### src/rtl/pll_seq_pkg.sv
package pll_seq_pkg;

   typedef enum logic [2:0] {
      ST_IDLE,
      ST_PARK,
      ST_PDOWN,
      ST_LOAD,
      ST_PUP,
      ST_WAIT,
      ST_UNPARK,
      ST_FIN
   } seq_state_e;

endpackage

### src/rtl/pll_lock_timer.sv
module pll_lock_timer #(
   parameter int LIMIT = 24000
) (
   input  logic clk,
   input  logic rst,
   input  logic clr,
   output logic expired
);
   localparam int CW = $clog2(LIMIT);
   localparam logic [CW-1:0] LAST = CW'(LIMIT - 1);

   generate
      if (LIMIT < 2) begin : g_bad_limit
         $error("pll_lock_timer: LIMIT must be at least 2");
      end
   endgenerate

   logic [CW-1:0] cnt;

   always_ff @(posedge clk) begin
      if (rst || clr) begin
         cnt <= '0;
      end else if (cnt != LAST) begin
         cnt <= cnt + 1'b1;
      end
   end

   assign expired = (cnt == LAST);
endmodule

### src/rtl/pll_seq_regs.sv
module pll_seq_regs #(
   parameter int CFG_W    = 35,
   parameter int ROLLBACK = 1
) (
   input  logic             clk,
   input  logic             rst,
   input  logic             cap,
   input  logic [CFG_W-1:0] req_cfg,
   input  logic             swap,
   input  logic             load,
   output logic [CFG_W-1:0] cfg_o
);
   logic [CFG_W-1:0] target;
   logic [CFG_W-1:0] snap;

   generate
      if (ROLLBACK != 0) begin : g_snap
         logic [CFG_W-1:0] snap_q;
         always_ff @(posedge clk) begin
            if (rst) begin
               snap_q <= '0;
            end else if (cap) begin
               snap_q <= cfg_o;
            end
         end
         assign snap = snap_q;
      end else begin : g_nosnap
         assign snap = target;
      end
   endgenerate

   always_ff @(posedge clk) begin
      if (rst) begin
         target <= '0;
      end else if (cap) begin
         target <= req_cfg;
      end else if (swap) begin
         target <= snap;
      end
   end

   always_ff @(posedge clk) begin
      if (rst) begin
         cfg_o <= '0;
      end else if (load) begin
         cfg_o <= target;
      end
   end
endmodule

### src/rtl/pll_seq_ctrl.sv
module pll_seq_ctrl
   import pll_seq_pkg::*;
#(
   parameter int ROLLBACK = 1
) (
   input  logic clk,
   input  logic rst,
   input  logic req_valid,
   input  logic en_cmd,
   input  logic dis_cmd,
   input  logic mux_wr,
   input  logic mux_wr_normal,
   input  logic lock_in,
   input  logic tmo,
   output logic cap,
   output logic swap,
   output logic load,
   output logic tclr,
   output logic mux_normal,
   output logic pll_pd,
   output logic busy,
   output logic done,
   output logic fail,
   output logic err
);
   localparam bit CAN_RETRY = (ROLLBACK != 0);

   seq_state_e state;
   logic       moved;
   logic       second;

   wire wait_tmo = (state == ST_WAIT) && !lock_in && tmo;

   assign cap  = (state == ST_IDLE) && req_valid;
   assign swap = wait_tmo && !second && CAN_RETRY;
   assign load = (state == ST_LOAD);
   assign tclr = (state == ST_PUP) ||
                 ((state == ST_IDLE) && !req_valid && en_cmd);
   assign busy = (state != ST_IDLE);
   assign done = (state == ST_FIN);

   always_ff @(posedge clk) begin
      if (rst) begin
         state      <= ST_IDLE;
         mux_normal <= 1'b0;
         pll_pd     <= 1'b0;
         moved      <= 1'b0;
         second     <= 1'b0;
         fail       <= 1'b0;
         err        <= 1'b0;
      end else begin
         err <= 1'b0;
         case (state)
            ST_IDLE: begin
               if (req_valid) begin
                  moved  <= mux_normal;
                  second <= 1'b0;
                  fail   <= 1'b0;
                  state  <= ST_PARK;
               end else if (en_cmd) begin
                  pll_pd <= 1'b0;
                  moved  <= 1'b0;
                  second <= 1'b1;
                  fail   <= 1'b0;
                  state  <= ST_WAIT;
               end else if (dis_cmd) begin
                  pll_pd <= 1'b1;
                  fail   <= 1'b0;
                  state  <= ST_FIN;
               end else if (mux_wr) begin
                  mux_normal <= mux_wr_normal;
               end
            end
            ST_PARK: begin
               mux_normal <= 1'b0;
               state      <= ST_PDOWN;
            end
            ST_PDOWN: begin
               pll_pd <= 1'b1;
               state  <= ST_LOAD;
            end
            ST_LOAD: begin
               state <= ST_PUP;
            end
            ST_PUP: begin
               pll_pd <= 1'b0;
               state  <= ST_WAIT;
            end
            ST_WAIT: begin
               if (lock_in) begin
                  state <= ST_UNPARK;
               end else if (tmo) begin
                  if (!second) begin
                     err <= 1'b1;
                  end
                  if (!second && CAN_RETRY) begin
                     second <= 1'b1;
                     state  <= ST_PDOWN;
                  end else begin
                     fail  <= 1'b1;
                     state <= ST_UNPARK;
                  end
               end
            end
            ST_UNPARK: begin
               if (moved) begin
                  mux_normal <= 1'b1;
               end
               state <= ST_FIN;
            end
            default: begin
               state <= ST_IDLE;
            end
         endcase
      end
   end
endmodule

### src/rtl/pll_reprog_seq.sv
module pll_reprog_seq #(
   parameter int M_W          = 10,
   parameter int P_W          = 6,
   parameter int S_W          = 3,
   parameter int K_W          = 16,
   parameter int LOCK_TIMEOUT = 24000,
   parameter int ROLLBACK     = 1
) (
   input  logic           clk,
   input  logic           rst,
   input  logic           req_valid,
   input  logic [M_W-1:0] req_m,
   input  logic [P_W-1:0] req_p,
   input  logic [S_W-1:0] req_s,
   input  logic [K_W-1:0] req_k,
   input  logic           en_cmd,
   input  logic           dis_cmd,
   input  logic           mux_wr,
   input  logic           mux_wr_normal,
   input  logic           lock_in,
   output logic           mux_normal,
   output logic           pll_pd,
   output logic [M_W-1:0] cfg_m,
   output logic [P_W-1:0] cfg_p,
   output logic [S_W-1:0] cfg_s,
   output logic [K_W-1:0] cfg_k,
   output logic           enabled,
   output logic           busy,
   output logic           done,
   output logic           fail,
   output logic           err
);
   localparam int CFG_W = M_W + P_W + S_W + K_W;

   generate
      if (M_W < 1 || P_W < 1 || S_W < 1 || K_W < 1) begin : g_bad_width
         $error("pll_reprog_seq: every setting field needs at least one bit");
      end
      if (LOCK_TIMEOUT < 2) begin : g_bad_timeout
         $error("pll_reprog_seq: LOCK_TIMEOUT must be at least 2");
      end
   endgenerate

   logic             cap, swap, load, tclr, tmo;
   logic [CFG_W-1:0] cfg;

   pll_seq_ctrl #(
      .ROLLBACK(ROLLBACK)
   ) u_ctrl (
      .clk          (clk),
      .rst          (rst),
      .req_valid    (req_valid),
      .en_cmd       (en_cmd),
      .dis_cmd      (dis_cmd),
      .mux_wr       (mux_wr),
      .mux_wr_normal(mux_wr_normal),
      .lock_in      (lock_in),
      .tmo          (tmo),
      .cap          (cap),
      .swap         (swap),
      .load         (load),
      .tclr         (tclr),
      .mux_normal   (mux_normal),
      .pll_pd       (pll_pd),
      .busy         (busy),
      .done         (done),
      .fail         (fail),
      .err          (err)
   );

   pll_seq_regs #(
      .CFG_W   (CFG_W),
      .ROLLBACK(ROLLBACK)
   ) u_regs (
      .clk    (clk),
      .rst    (rst),
      .cap    (cap),
      .req_cfg({req_m, req_p, req_s, req_k}),
      .swap   (swap),
      .load   (load),
      .cfg_o  (cfg)
   );

   pll_lock_timer #(
      .LIMIT(LOCK_TIMEOUT)
   ) u_timer (
      .clk    (clk),
      .rst    (rst),
      .clr    (tclr),
      .expired(tmo)
   );

   assign {cfg_m, cfg_p, cfg_s, cfg_k} = cfg;
   assign enabled = !pll_pd;
endmodule

### config.mk
export PLATFORM = sky130hd
export DESIGN_NAME = pll_reprog_seq
export DESIGN_NICKNAME = d
export VERILOG_FILES = /design/src/rtl/pll_seq_pkg.sv /design/src/rtl/pll_lock_timer.sv /design/src/rtl/pll_seq_regs.sv /design/src/rtl/pll_seq_ctrl.sv /design/src/rtl/pll_reprog_seq.sv
export SDC_FILE = /design/constraint.sdc
export NUM_CORES = 1
export LEC_CHECK = 0
export ABC_AREA = 1
export BUFFER_PORTS_ARGS = -buffer_cell sky130_fd_sc_hd__buf_2
export CORE_MARGIN = 3
export CORE_UTILIZATION = 57
export DETAILED_ROUTE_END_ITERATION = 10
export GPL_TIMING_DRIVEN = 0
export MAX_ROUTING_LAYER = met4
export PLACE_DENSITY = 0.82
export SLEW_MARGIN = 20
export SYNTH_ARGS = -nofsm -noshare
export SYNTH_HDL_FRONTEND = slang
export SYNTH_HIERARCHICAL = 1
export SYNTH_SLANG_ARGS = --single-unit
### constraint.sdc
create_clock -name clk -period 2.8 [get_ports clk]
set_clock_uncertainty 0.2 [all_clocks]
set_input_delay 0.7 -clock clk [delete_from_list [all_inputs] [get_ports clk]]
set_output_delay 0.7 -clock clk [all_outputs]
set_load 0.05 [all_outputs]
### After elaboration in Yosys (flattened, before gate mapping)

Cells that the tools add are included.

| storage, ports and cells | value |
|---|---|
| output and inout port bits | 42 |
| flip-flop bits (word level) | 129 |
| bits of input ports | 43 |
| logic and storage cells | 95 |

| cells by class | value |
|---|---|
| add/subtract/negate cells | 1 |
| equality and inequality tests | 21 |
| muxes and demuxes | 34 |
| reduce and logical (&&, ||, !) cells | 26 |
| bitwise operators | 2 |

Operator list:

| operator | count |
|---|---|
| $mux W35 | 2 |
| $mux W1 | 21 |
| $pmux W3 S7 | 1 |
| $mux W3 | 6 |
| $add A15 B1 Y15 const B | 1 |
| $eq A15 B15 Y1 const B | 1 |
| $ne A15 B15 Y1 const B | 1 |
| $eq A3 B3 Y1 const B | 4 |
| $ne A2 B2 Y1 const B | 5 |
| $reduce_bool A3 Y1 | 3 |
| $eq A3 B2 Y1 const B | 2 |
| $logic_and A1 B1 Y1 | 6 |
| $ne A2 B1 Y1 const B | 3 |
| $ne A3 B3 Y1 const B | 2 |
| $pmux W1 S3 | 2 |
| $reduce_and A6 Y1 | 1 |
| $reduce_bool A2 Y1 | 3 |
| $reduce_and A5 Y1 | 1 |
| $logic_not A1 Y1 | 4 |
| $ne A4 B4 Y1 const B | 1 |
| $pmux W1 S2 | 2 |
| $reduce_and A2 Y1 | 2 |
| $reduce_and A4 Y1 | 1 |
| $reduce_or A4 Y1 | 1 |
| other kinds (6) | 8 |

### Depth between registers and ports, before layout

Gate-level depths: netlist (run 1).

| logic depth | value |
|---|---|
| word-level depth | 6 |
| mapped depth | 14 |
| depth with buffers taken out | 12 |

### By module

Netlist (run 1), hierarchy kept.

By module, submodules not included:

| module | instances | area each (µm²) | cells an instance | sequential area each (µm²) |
|---|---|---|---|---|
| pll_seq_regs | 1 | 4127.7 | 569 | 2102.0 |
| pll_lock_timer | 1 | 907.1 | 142 | 300.3 |
| pll_seq_ctrl | 1 | 618.1 | 97 | 180.2 |
| pll_reprog_seq | 1 | 3.8 | 1 | 0.0 |

### Least setup slack after synthesis (run 1)

No wires, ideal clock.

| path | value |
|---|---|
| path type | flip-flop to output port |
| start | reg u_ctrl.state[1] |
| end | out done |
| stages on the path, launching flop included | 3 |
| arrival | 1.218 ns |
| path slack | 0.682 ns |
| cell sequence | dfxtp_1 -> nand2_1 -> nor2_1 |

| on the way | value |
|---|---|
| cells in the longest elaborated chain, start to end | 1 |

Ends and longest elaborated chain:

| element | RTL line | source |
|---|---|---|
| start: declaration | pll_seq_ctrl.sv:28 | `seq_state_e state;` |
| start signal: assignment | pll_seq_ctrl.sv:44 | `state <= ST_IDLE;` |
| start signal: assignment | pll_seq_ctrl.sv:59 | `state <= ST_PARK;` |
| start signal: assignment | pll_seq_ctrl.sv:65 | `state <= ST_WAIT;` |
| $eq A3 B3 Y1 | pll_seq_ctrl.sv:40 | `assign done = (state == ST_FIN);` |
| end: declaration | pll_reprog_seq.sv:29 | `output logic done,` |

Every way passes these cells.

### Worst setup path in the final report (run 1)

| path | value |
|---|---|
| start | reg u_timer.cnt[0] |
| end | reg u_regs.target[21] |

| on the way | value |
|---|---|
| cells in the longest elaborated chain, start to end | 4 |

Ends and longest elaborated chain:

| element | RTL line | source |
|---|---|---|
| start: declaration | pll_lock_timer.sv:18 | `logic [CW-1:0] cnt;` |
| start signal: assignment | pll_lock_timer.sv:24 | `cnt <= cnt + 1'b1;` |
| $eq A15 B15 Y1 | pll_lock_timer.sv:28 | `assign expired = (cnt == LAST);` |
| named net tmo | pll_reprog_seq.sv:44 | `logic cap, swap, load, tclr, tmo;` |
| $logic_and A1 B1 Y1 | pll_seq_ctrl.sv:32 | `wire wait_tmo = (state == ST_WAIT) && !lock_in && tmo;` |
| $logic_and A1 B1 Y1 | pll_seq_ctrl.sv:35 | `assign swap = wait_tmo && !second && CAN_RETRY;` |
| named net swap | pll_reprog_seq.sv:44 |  |
| $reduce_bool A2 Y1 (no source line) | - |  |
| end signal: assignment | pll_seq_regs.sv:36 | `target <= req_cfg;` |
| end signal: assignment | pll_seq_regs.sv:38 | `target <= snap;` |
| end: declaration | pll_seq_regs.sv:13 | `logic [CFG_W-1:0] target;` |

The timed path passes the listed nets, and every way through them passes these cells.
A chain may end at the register's enable or synchronous reset.

==> out/summary.txt, run 1 <==
Status: finished clean
Fmax achieved: 0.4001 GHz
Post-synth cell types: 31
Total routed wirelength: 14860 um
Peak VDD IR: 0.0003529 V
Final setup violation count: 0
Overflow after GRT: 0
Crit path kind: reg -> reg
Die area: 11160 sq um
CTS tree: done
Net Sw Frac: 29.09%
GPL Wtd Cong: 0.9137
CTS clk-pin slew, worst paths: 0.06 ns
Rel. slew slack: 60.08%
Largest net degree at the start of global routing: 17
First-pass iteration count of the detailed router: 5
Critical path data arrival time: 2.76 ns
Clk pwr share: 44.0%
Post-CTS Setup Inserts: 0
First-pass GRT wire length: 24580 um
# diodes: 0
Area occupied by multi-input gates: 2536 sq um
Hold_buf cts: 0
Power share of the sequential group: 39.2%
CP Launch Point: u_timer/cnt[0]$_SDFFE_PP0P_
Dpl hpwl: 10120 um
Area Growth Syn to Fin: 21.12%
NetSw: 1.509 mW
Initial DRC count: 407
Startpoint class of the critical path: register
Max clock buf depth: 2
Reg2Reg Depth: 13
Initial antenna violation count: 0
Hold path startpoint: u_regs/g_snap.snap_q[31]$_SDFFE_PP0P_
Core area: 9459 sq um
Layout cells sized above 1: 18.83%
Via count: 5565
Io pins: 85
Logic pwr share: 16.8%
Commonest non-fill, non-tap cells in the layout: nand2_1, dfxtp_1, nor2_1
Pre-CTS setup slack: 0.3692 ns
Required @ worst endpoint: 3.06 ns
Design Area, Final: 6852 sq um
Die Span X: 105.6 um
Commonest non-fill, non-tap cell in the layout: nand2_1
Final Max Tran Viols: 0
DRC errors left: 0
Reg-to-Reg End: u_regs/target[21]$_SDFFE_PP0P_
Reg-to-reg critical path startpoint: u_timer/cnt[0]$_SDFFE_PP0P_
Syn nets: 853
Synthesized area per cell: 6.992 sq um
Pwr/cell area: 757.1 nW/um^2
Mapped cell area: 5657 sq um
Clock sink count: 129
Rows: 35
Die Height: 105.6 um
Syn Inst Count: 809
Reg area: 2582 sq um
Synth Register Bits: 129
Total track usage: 27.79%
Power Internal: 3.678 mW
Crit Path Max Fanout: 10
HP Class: reg -> reg
DRT antenna net count: 0
Setup ws final: 0.3004 ns
Max H-tree Level: 4
Cell Area, Placed: 6238 sq um
Ys Warns: 6
Worst-Skew Late Latency: 0.52 ns
Crit path capture type: register
Leak pwr: 3.368 nW
Via-to-Cell Ratio: 5.285
Worst-Margin Slew: 0.5966 ns
Final Hold Vio Count: 0
Period utilization: 89.27%
Maximum Capacitance Violations: 0
Post-CTS Resized: 0
Inserted Clock Buffers: 17
RSZ-0062 raised after global routing: no
Port buffer count: 84
Sequential fraction of the synthesis area: 45.65%
Tmin final: 2.500 ns
R2r setup slk: 0.30 ns
DR WL/cell: 14.11 um
Initial core utilization: 59.80%
Critical Path End: u_regs/target[21]$_SDFFE_PP0P_
Fillers: 779
Vias in the first global route: 5270
Setup TNS: 0 ns
Clk root buf: clkbuf_8
Final-stage net count: 956
-- how the worst min path moves through the flow --
stage	cells past startpoint	slack, ns	end
after floorplan	2	0.23	u_ctrl/moved$_SDFFE_PP0P_
after global placement	2	0.25	u_regs/g_snap.snap_q[16]$_SDFFE_PP0P_
after detailed placement	2	0.26	u_regs/g_snap.snap_q[17]$_SDFFE_PP0P_
after CTS	2	0.26	u_ctrl/second$_SDFFE_PP0P_
after global routing	2	0.28	u_regs/g_snap.snap_q[17]$_SDFFE_PP0P_
final	2	0.26	u_regs/g_snap.snap_q[31]$_SDFFE_PP0P_
-- metrics by stage --
step | std cells | util (%) | hold slack (ns) | power (mW)
after global routing | 1053 | 72.43 | 0.2783 | 5.396
after floorplan | 809 | - | 0.2347 | 2.698
after CTS | 1053 | 72.43 | 0.2558 | 5.214
after global placement | 1022 | 65.95 | 0.2483 | 2.903
final | 1053 | 72.43 | 0.2631 | 5.187
after detailed placement | 1022 | 65.95 | 0.2557 | 2.930
-- cell usage after synthesis (all sizes together) --
cell type,number,area share [%]
nand4,5,0.55
dfxtp,129,46
o31ai,1,0.13
a21oi,44,4.0
clkinv,1,0.066
xnor2,3,0.46
buf,36,4.2
clkbuf,6,0.40
nor3,2,0.18
ha,1,0.22
nor2,127,9.6
inv,72,4.9
nand3b,4,0.53
nand3,89,8.7
o21ai,42,3.7
nor4,1,0.11
nand2,246,17
-- sequential cells by signal (all words and copies together), names as in the netlist, 3 cells and up --
register              cells
u_regs/g_snap.snap_q     35
u_regs/target            35
u_timer/cnt              15
u_ctrl/state              3
u_regs/cfg_o             35
-- worst max-delay path, stage by stage (launching register included) --
cell	delay, ns
dfxtp_1	0.37
ha_1	0.24
nand2_2	0.13
nor2_8	0.20
nand2_4	0.07
nor2_4	0.12
inv_1	0.09
nor3_1	0.18
buf_4	0.23
buf_2	0.25
nand3_1	0.14
nand3_1	0.11
nand2_1	0.05
inv_1	0.06
-- power groups by stage --
| stage | Sequential (mW) | Combinational, mW | Clock [mW] |
|---|---|---|---|
| floorplan | 2.22 | 0.476 | 0 |
| global placement | 2.06 | 0.840 | 0 |
| detailed placement | 2.07 | 0.861 | 0 |
| CTS | 2.03 | 0.871 | 2.31 |
| global route | 2.05 | 0.956 | 2.39 |
| finish | 2.03 | 0.873 | 2.28 |
-- metal layers --
| layer | track usage (%) | wire [um] | share of wire (%) |
|---|---|---|---|
| met5 | - | 0 | 0 |
| met2 | 44.90 | 7129 | 48 |
| met1 | 34.44 | 6361 | 43 |
| met4 | 9.621 | 251 | 1.7 |
| met3 | 6.307 | 1117 | 7.5 |
-- cell families after synthesis --
| kind of cell | Yosys count | share of synthesized area [%] |
|---|---|---|
| simple gates | 474 | 36.34 |
| compound gates | 87 | 7.808 |
| fa+ha+maj | 1 | 0.2212 |
| xor+xnor | 3 | 0.4646 |
| buf+inv | 115 | 9.511 |
| flops | 129 | 45.65 |
-- cell type report --
cell class | count | share of cell area (%)
Inverter | 73 | 4.072
Buffer | 42 | 3.780
Clock inverter | 12 | 2.648
Multi-Input combinational cell | 565 | 37.02
Sequential cell | 129 | 37.69
Clock buffer | 19 | 6.300
Timing Repair Buffer | 84 | 6.136
Tap cell | 129 | 2.356
Note: power is estimated with default switching activity, not from simulation.
==> run 2, diff against run 1 <==
--- a/config.mk
+++ b/config.mk
@@ -7,10 +7,10 @@
 export LEC_CHECK = 0
 export ABC_AREA = 1
 export BUFFER_PORTS_ARGS = -buffer_cell sky130_fd_sc_hd__buf_2
+export CORE_ASPECT_RATIO = 0.9
 export CORE_MARGIN = 3
 export CORE_UTILIZATION = 57
 export DETAILED_ROUTE_END_ITERATION = 10
-export GPL_TIMING_DRIVEN = 0
 export MAX_ROUTING_LAYER = met4
 export PLACE_DENSITY = 0.82
 export SLEW_MARGIN = 20
==> run 2 against run 1 <==
Net effect:
- count of clock-buffer cells in the layout rose by 1
- register-to-register slack improved by 0.06 ns
- total power decreased by 2.7%
- critical path depth shrank 10
- final cell count shrank 3.7%
- fmax fell by 4.7%
- combinational power fell by 6.5%
- die area is essentially flat
- worst setup slack got worse by 0.12 ns
- hold slack worse by 0.023 ns
- largest power group unchanged
==> out/summary.txt, run 2 (same netlist as run 1, synthesis figures left out) <==
Peak VDD IR: 0.0004524 V (+28%)
# diodes: 0 (unchanged)
First-pass GRT wire length: 23270 um (-5.3%)
Vias in the first global route: 5019 (-4.8%)
Crit path kind: reg -> out
Final hold slack: 0.2399 ns (-0.02320 ns)
CTS tree: done
Core Util, Final: 71.26% (-1.2 points)
Area Growth Syn to Fin: 18.07%
First-pass iteration count of the detailed router: 6 (+1)
Rows: 33 (-5.7%)
Core area: 9373 sq um (-0.91%)
Inserted Clock Buffers: 17 (unchanged)
Hold_buf cts: 0 (unchanged)
Via-to-Cell Ratio: 5.386 (+1.9%)
Commonest non-fill, non-tap cells in the layout: nand2_1, dfxtp_1, nor2_1
Final Max Tran Viols: 0 (unchanged)
Period utilization: 93.68% (+4.4 points)
RSZ-0062 raised after global routing: no
Regs by FF count: u_regs/cfg_o: 35 flops, u_regs/g_snap.snap_q: 35 flops, u_regs/target: 35 flops
Cell Area, Placed: 6096 sq um (-2.3%)
Maximum Capacitance Violations: 0 (unchanged)
Final Power: 5.047 mW (-2.7%)
Die Span X: 111.0 um (+5.1%)
Clock sink count: 129 (unchanged)
Final setup violation count: 0 (unchanged)
Max clock buf depth: 2 (unchanged)
Cell Count, Final, Fillers Out: 1014 (-3.7%)
DRT antenna net count: 0 (unchanged)
Io pins: 85 (unchanged)
DRC errors left: 0 (unchanged)
Clk root buf: clkbuf_8
Critical path data arrival time: 1.72 ns (-1.04 ns)
Worst-Margin Slew: 0.5806 ns (-0.01602 ns)
Overflow after GRT: 0 (unchanged)
Initial antenna violation count: 0 (unchanged)
Via count: 5461 (-1.9%)
Required @ worst endpoint: 1.90 ns (-1.16 ns)
Post-CTS Setup Inserts: 0 (unchanged)
Post-CTS Resized: 0 (unchanged)
Total track usage: 26.30% (-1.5 points)
HP Class: in -> reg
Crit Path Max Fanout: 10 (unchanged)
Die Height: 100.5 um (-4.8%)
Setup TNS: 0 ns (unchanged)
Initial core utilization: 60.35% (+0.55 points)
Design Area, Final: 6679 sq um (-2.5%)
GPL Wtd Cong: 0.8969 (-1.8%)
Worst-Skew Late Latency: 0.52 ns (about the same)
CP peak stage delay: 0.58 ns (+0.21 ns)
Rel. slew slack: 61.29% (+1.2 points)
Dpl hpwl: 8927 um (-12%)
Placed cells: 983 (-3.8%)
Max H-tree Level: 4 (unchanged)
Startpoint class of the critical path: register
Commonest non-fill, non-tap cell in the layout: nand2_1
Tmin final: 2.623 ns (+0.1234 ns)
Total routed wirelength: 14170 um (-4.7%)
Layout cells sized above 1: 17.15% (-1.7 points)
Die area: 11160 sq um (about the same)
Crit path capture type: primary output
Crit path max-delay cell type: dfxtp_1
DR WL/cell: 13.97 um (-0.98%)
Largest net degree at the start of global routing: 71 (+54)
Pwr/cell area: 755.6 nW/um^2 (-0.20%)
Setup ws final: 0.1770 ns (-0.1234 ns)
Fmax achieved: 0.3812 GHz (-4.7%)
CTS clk-pin slew, worst paths: 0.06 ns (about the same)
Leak pwr: 3.259 nW (-3.2%)
Final Hold Vio Count: 0 (unchanged)
Worst path cell trace: nand2_1 > nor2_1 > buf_2
Status: finished clean
Final-stage net count: 924 (-3.3%)
Initial DRC count: 475 (+17%)
Pre-CTS setup slack: 0.3875 ns (+0.01833 ns)
Port buffer count: 84 (unchanged)
-- run 2: changes by cell type in the layout (fill, tap and decap cells not counted), sizes merged --
| cell | change |
|---|---|
| clkinv | +3 |
| clkinvlp | -1 |
| bufinv | -1 |
| clkbuf | -5 |
| buf | -26 |
| inv | -2 |
-- run 2: final timing paths --
kind	end	from	depth (start not counted)	slack (ns)
setup / recovery	done	u_ctrl/state[0]$_SDFFE_PP0P_	3	0.18
hold / removal	u_ctrl/second$_SDFFE_PP0P_	rst	2	0.24
setup reg to reg	u_regs/target[6]$_SDFFE_PP0P_	u_timer/cnt[1]$_SDFFE_PP0P_	13	0.36
hold reg to reg	u_regs/g_snap.snap_q[16]$_SDFFE_PP0P_	u_regs/g_snap.snap_q[16]$_SDFFE_PP0P_	2	0.26
-- run 2: report_power, final --
part	switching [mW]	internal (mW)
clock network	0.792	1.39
logic	0.592	0.223
registers	0.0945	1.95
total	1.48	3.57
-- run 2: cell type report --
class,count,area [sq um]
fill,727,2694
tap,122,152.6
multi-input combinational,565,2549
timing repair buffer,94,533.0
sequential,129,2582
inverter,73,279.0
clock inverter,11,137.6
clock buffer,20,445.4
-- run 2: critical path: cells and delay by family, from the launching register on --
| family | cells | cell delay [ns] |
|---|---|---|
| buffers and inverters | 1 | 0.27 |
| DFF | 1 | 0.58 |
| and+or+nand+nor | 2 | 0.35 |
-- run 2: routing by layer --
metal	global-route usage (%)	vias up	share of wire, %
li1	-	2690	-
met1	32.34	2537	45
met2	43.14	215	47
met3	5.642	19	6.7
met4	9.564	0	1.4
met5	-	-	0
==> run 3, diff against run 2 <==
--- a/config.mk
+++ b/config.mk
@@ -13,6 +13,7 @@
 export DETAILED_ROUTE_END_ITERATION = 10
 export MAX_ROUTING_LAYER = met4
 export PLACE_DENSITY = 0.82
+export SETUP_SLACK_MARGIN = 0.4
 export SLEW_MARGIN = 20
 export SYNTH_ARGS = -nofsm -noshare
 export SYNTH_HDL_FRONTEND = slang
==> run 3 against run 2 <==
Net effect:
- worst setup slack better by 0.29 ns
- routed wire length rose by 1.9%
- combinational power rose by 0.7%
- fmax grew 12%
- count of clock-buffer cells in the layout is the same
- flip-flop and latch count is the same
- register-to-register slack improved by 0.21 ns
- utilization grew 1.0 points
- sequential power barely moved
- via count grew 0.29%
- first-iteration DRC count increased by 20%
- critical endpoint unchanged
- largest power group unchanged
==> out/summary.txt, run 3 (same netlist as run 1, synthesis figures left out) <==
DRC errors left: 0 (unchanged)
Fmax achieved: 0.4285 GHz (+12%)
Port buffer count: 84 (unchanged)
CTS clk-pin slew, worst paths: 0.06 ns (about the same)
Crit path kind: reg -> out
Die Span X: 111.0 um (unchanged)
Total track usage: 26.67% (+0.37 points)
Worst-Skew Late Latency: 0.52 ns (about the same)
Die area: 11160 sq um (unchanged)
Dpl hpwl: 8927 um (unchanged)
Reg area: 2594 sq um (+0.44%)
Logic pwr share: 16.2% (about the same)
NetSw: 1.481 mW (+0.16%)
Io pins: 85 (unchanged)
Area Growth Syn to Fin: 19.80%
Power share of the sequential group: 40.6% (about the same)
Rel. slew slack: 61.99% (+0.70 points)
CP peak stage delay: 0.42 ns (-0.16 ns)
Cell Area, Placed: 6096 sq um (unchanged)
Initial core utilization: 60.35% (unchanged)
Maximum Capacitance Violations: 0 (unchanged)
Die Height: 100.5 um (unchanged)
Crit path buf inv count: 1 (unchanged)
Clk root buf: clkbuf_8
Crit path max-delay cell type: dfxtp_4
Via-to-Cell Ratio: 5.380 (-0.10%)
Period utilization: 83.35% (-10 points)
Layout cells sized above 1: 18.19% (+1.0 points)
Final Power: 5.057 mW (+0.21%)
Crit path capture type: primary output
First-pass iteration count of the detailed router: 8 (+2)
Design Area, Final: 6777 sq um (+1.5%)
Hold_buf cts: 0 (unchanged)
Final Hold Vio Count: 0 (unchanged)
Initial antenna violation count: 0 (unchanged)
Fillers: 707 (-2.8%)
CTS tree: done
Area occupied by multi-input gates: 2567 sq um (+0.74%)
DRT antenna net count: 0 (unchanged)
Startpoint class of the critical path: register
Delay-heaviest family, CP: flip-flops
CP Launch Point: u_ctrl/state[0]$_SDFFE_PP0P_
Leak pwr: 3.301 nW (+1.3%)
GPL Wtd Cong: 0.8969 (unchanged)
Final setup violation count: 0 (unchanged)
Routed wl met2: 6917 um (+3.6%)
Core area: 9373 sq um (unchanged)
Largest net degree at the start of global routing: 71 (unchanged)
Clock sink count: 129 (unchanged)
Pwr/cell area: 746.3 nW/um^2 (-1.2%)
Final hold slack: 0.2405 ns (+0.0005520 ns)
Setup TNS: 0 ns (unchanged)
Tmin final: 2.334 ns (-0.2893 ns)
Reg-to-reg critical path startpoint: u_timer/cnt[9]$_SDFFE_PP0P_
Metal-1 WL: 6406 um (+0.95%)
RSZ-0062 raised after global routing: no
First-pass GRT wire length: 23520 um (+1.0%)
Rows: 33 (unchanged)
DR WL/cell: 14.19 um (+1.5%)
Peak VDD IR: 0.0004540 V (+0.36%)
Overflow after GRT: 0 (unchanged)
Hold path startpoint: rst
Worst path cell trace: nand2_1 > nor2_1 > buf_4
Vias in the first global route: 5062 (+0.86%)
Highest Signal Layer: met4
Commonest non-fill, non-tap cell in the layout: nand2_1
HP Class: in -> reg
Status: finished clean
Power Internal: 3.576 mW (+0.23%)
Required @ worst endpoint: 1.90 ns (about the same)
Regs by FF count: u_regs/cfg_o: 35 flops, u_regs/g_snap.snap_q: 35 flops, u_regs/target: 35 flops
Commonest non-fill, non-tap cells in the layout: nand2_1, dfxtp_1, nor2_1
# diodes: 0 (unchanged)
Via count: 5477 (+0.29%)
Inserted Clock Buffers: 17 (unchanged)
Clk pwr share: 43.1% (about the same)
Net Sw Frac: 29.29% (about the same)
Met3 WL: 927 um (-1.8%)
Final-stage net count: 928 (+0.43%)
Crit Path Max Fanout: 10 (unchanged)
Total routed wirelength: 14440 um (+1.9%)
Max H-tree Level: 4 (unchanged)
Max clock buf depth: 2 (unchanged)
Worst-Margin Slew: 0.5702 ns (-0.01043 ns)
Critical path data arrival time: 1.43 ns (-0.29 ns)
Final Max Tran Viols: 0 (unchanged)
Initial DRC count: 570 (+20%)
## run 3: changes by cell type in the layout (fill, tap and decap cells not counted), moves of 2 or more
cell and change:
buf_4 +4, dfxtp_4 +2, buf_2 -2, dfxtp_1 -5, dfxtp_2 +3
## run 3: path summary, 6_finish.rpt
check / end / slack, ns / cells after the start
max reg2reg: u_regs/target[9]$_SDFFE_PP0P_ / 0.57 / 13
min: u_ctrl/second$_SDFFE_PP0P_ / 0.24 / 2
max: done / 0.47 / 3
min reg2reg: u_regs/g_snap.snap_q[23]$_SDFFE_PP0P_ / 0.27 / 2
## run 3: layer usage
layer,GRT usage (%),vias up
met5,-,-
met4,10.98,0
met3,5.642,17
met2,43.56,226
met1,32.49,2540
li1,-,2694
## run 3: metrics by stage
step | setup slack, ns | utilization (%) | std cells
after floorplan | 0.6817 | - | 809
after global placement | 0.4785 | 65.04 | 983
after detailed placement | 0.3875 | 65.04 | 983
after CTS | 0.3975 | 71.77 | 1015
after global routing | 0.4015 | 72.30 | 1018
final | 0.4663 | 72.30 | 1018
## run 3: area by class of cell
cell class                      count  area share, %
Inverter                           73          4.117
Timing Repair Buffer               98          8.863
Multi-Input combinational cell    565          37.89
Tap cell                          122          2.253
Clock inverter                     11          2.031
Clock buffer                       20          6.573
Sequential cell                   129          38.28
## run 3: power by group through the flow
stage	Sequential [mW]	Combinational, mW	Clock [mW]
detailed placement	2.08	0.807	0
global placement	2.08	0.794	0
global route	2.07	0.897	2.30
finish	2.05	0.822	2.18
CTS	2.05	0.817	2.20
floorplan	2.22	0.476	0
## run 3: repair_timing
item | CTS | global route
setup buffers | 0 | 3
endpoints found under the setup margin | 17 | 37
pin swaps | 1 | 1
cloned | 1 | 0
gates resized for setup | 6 | 7
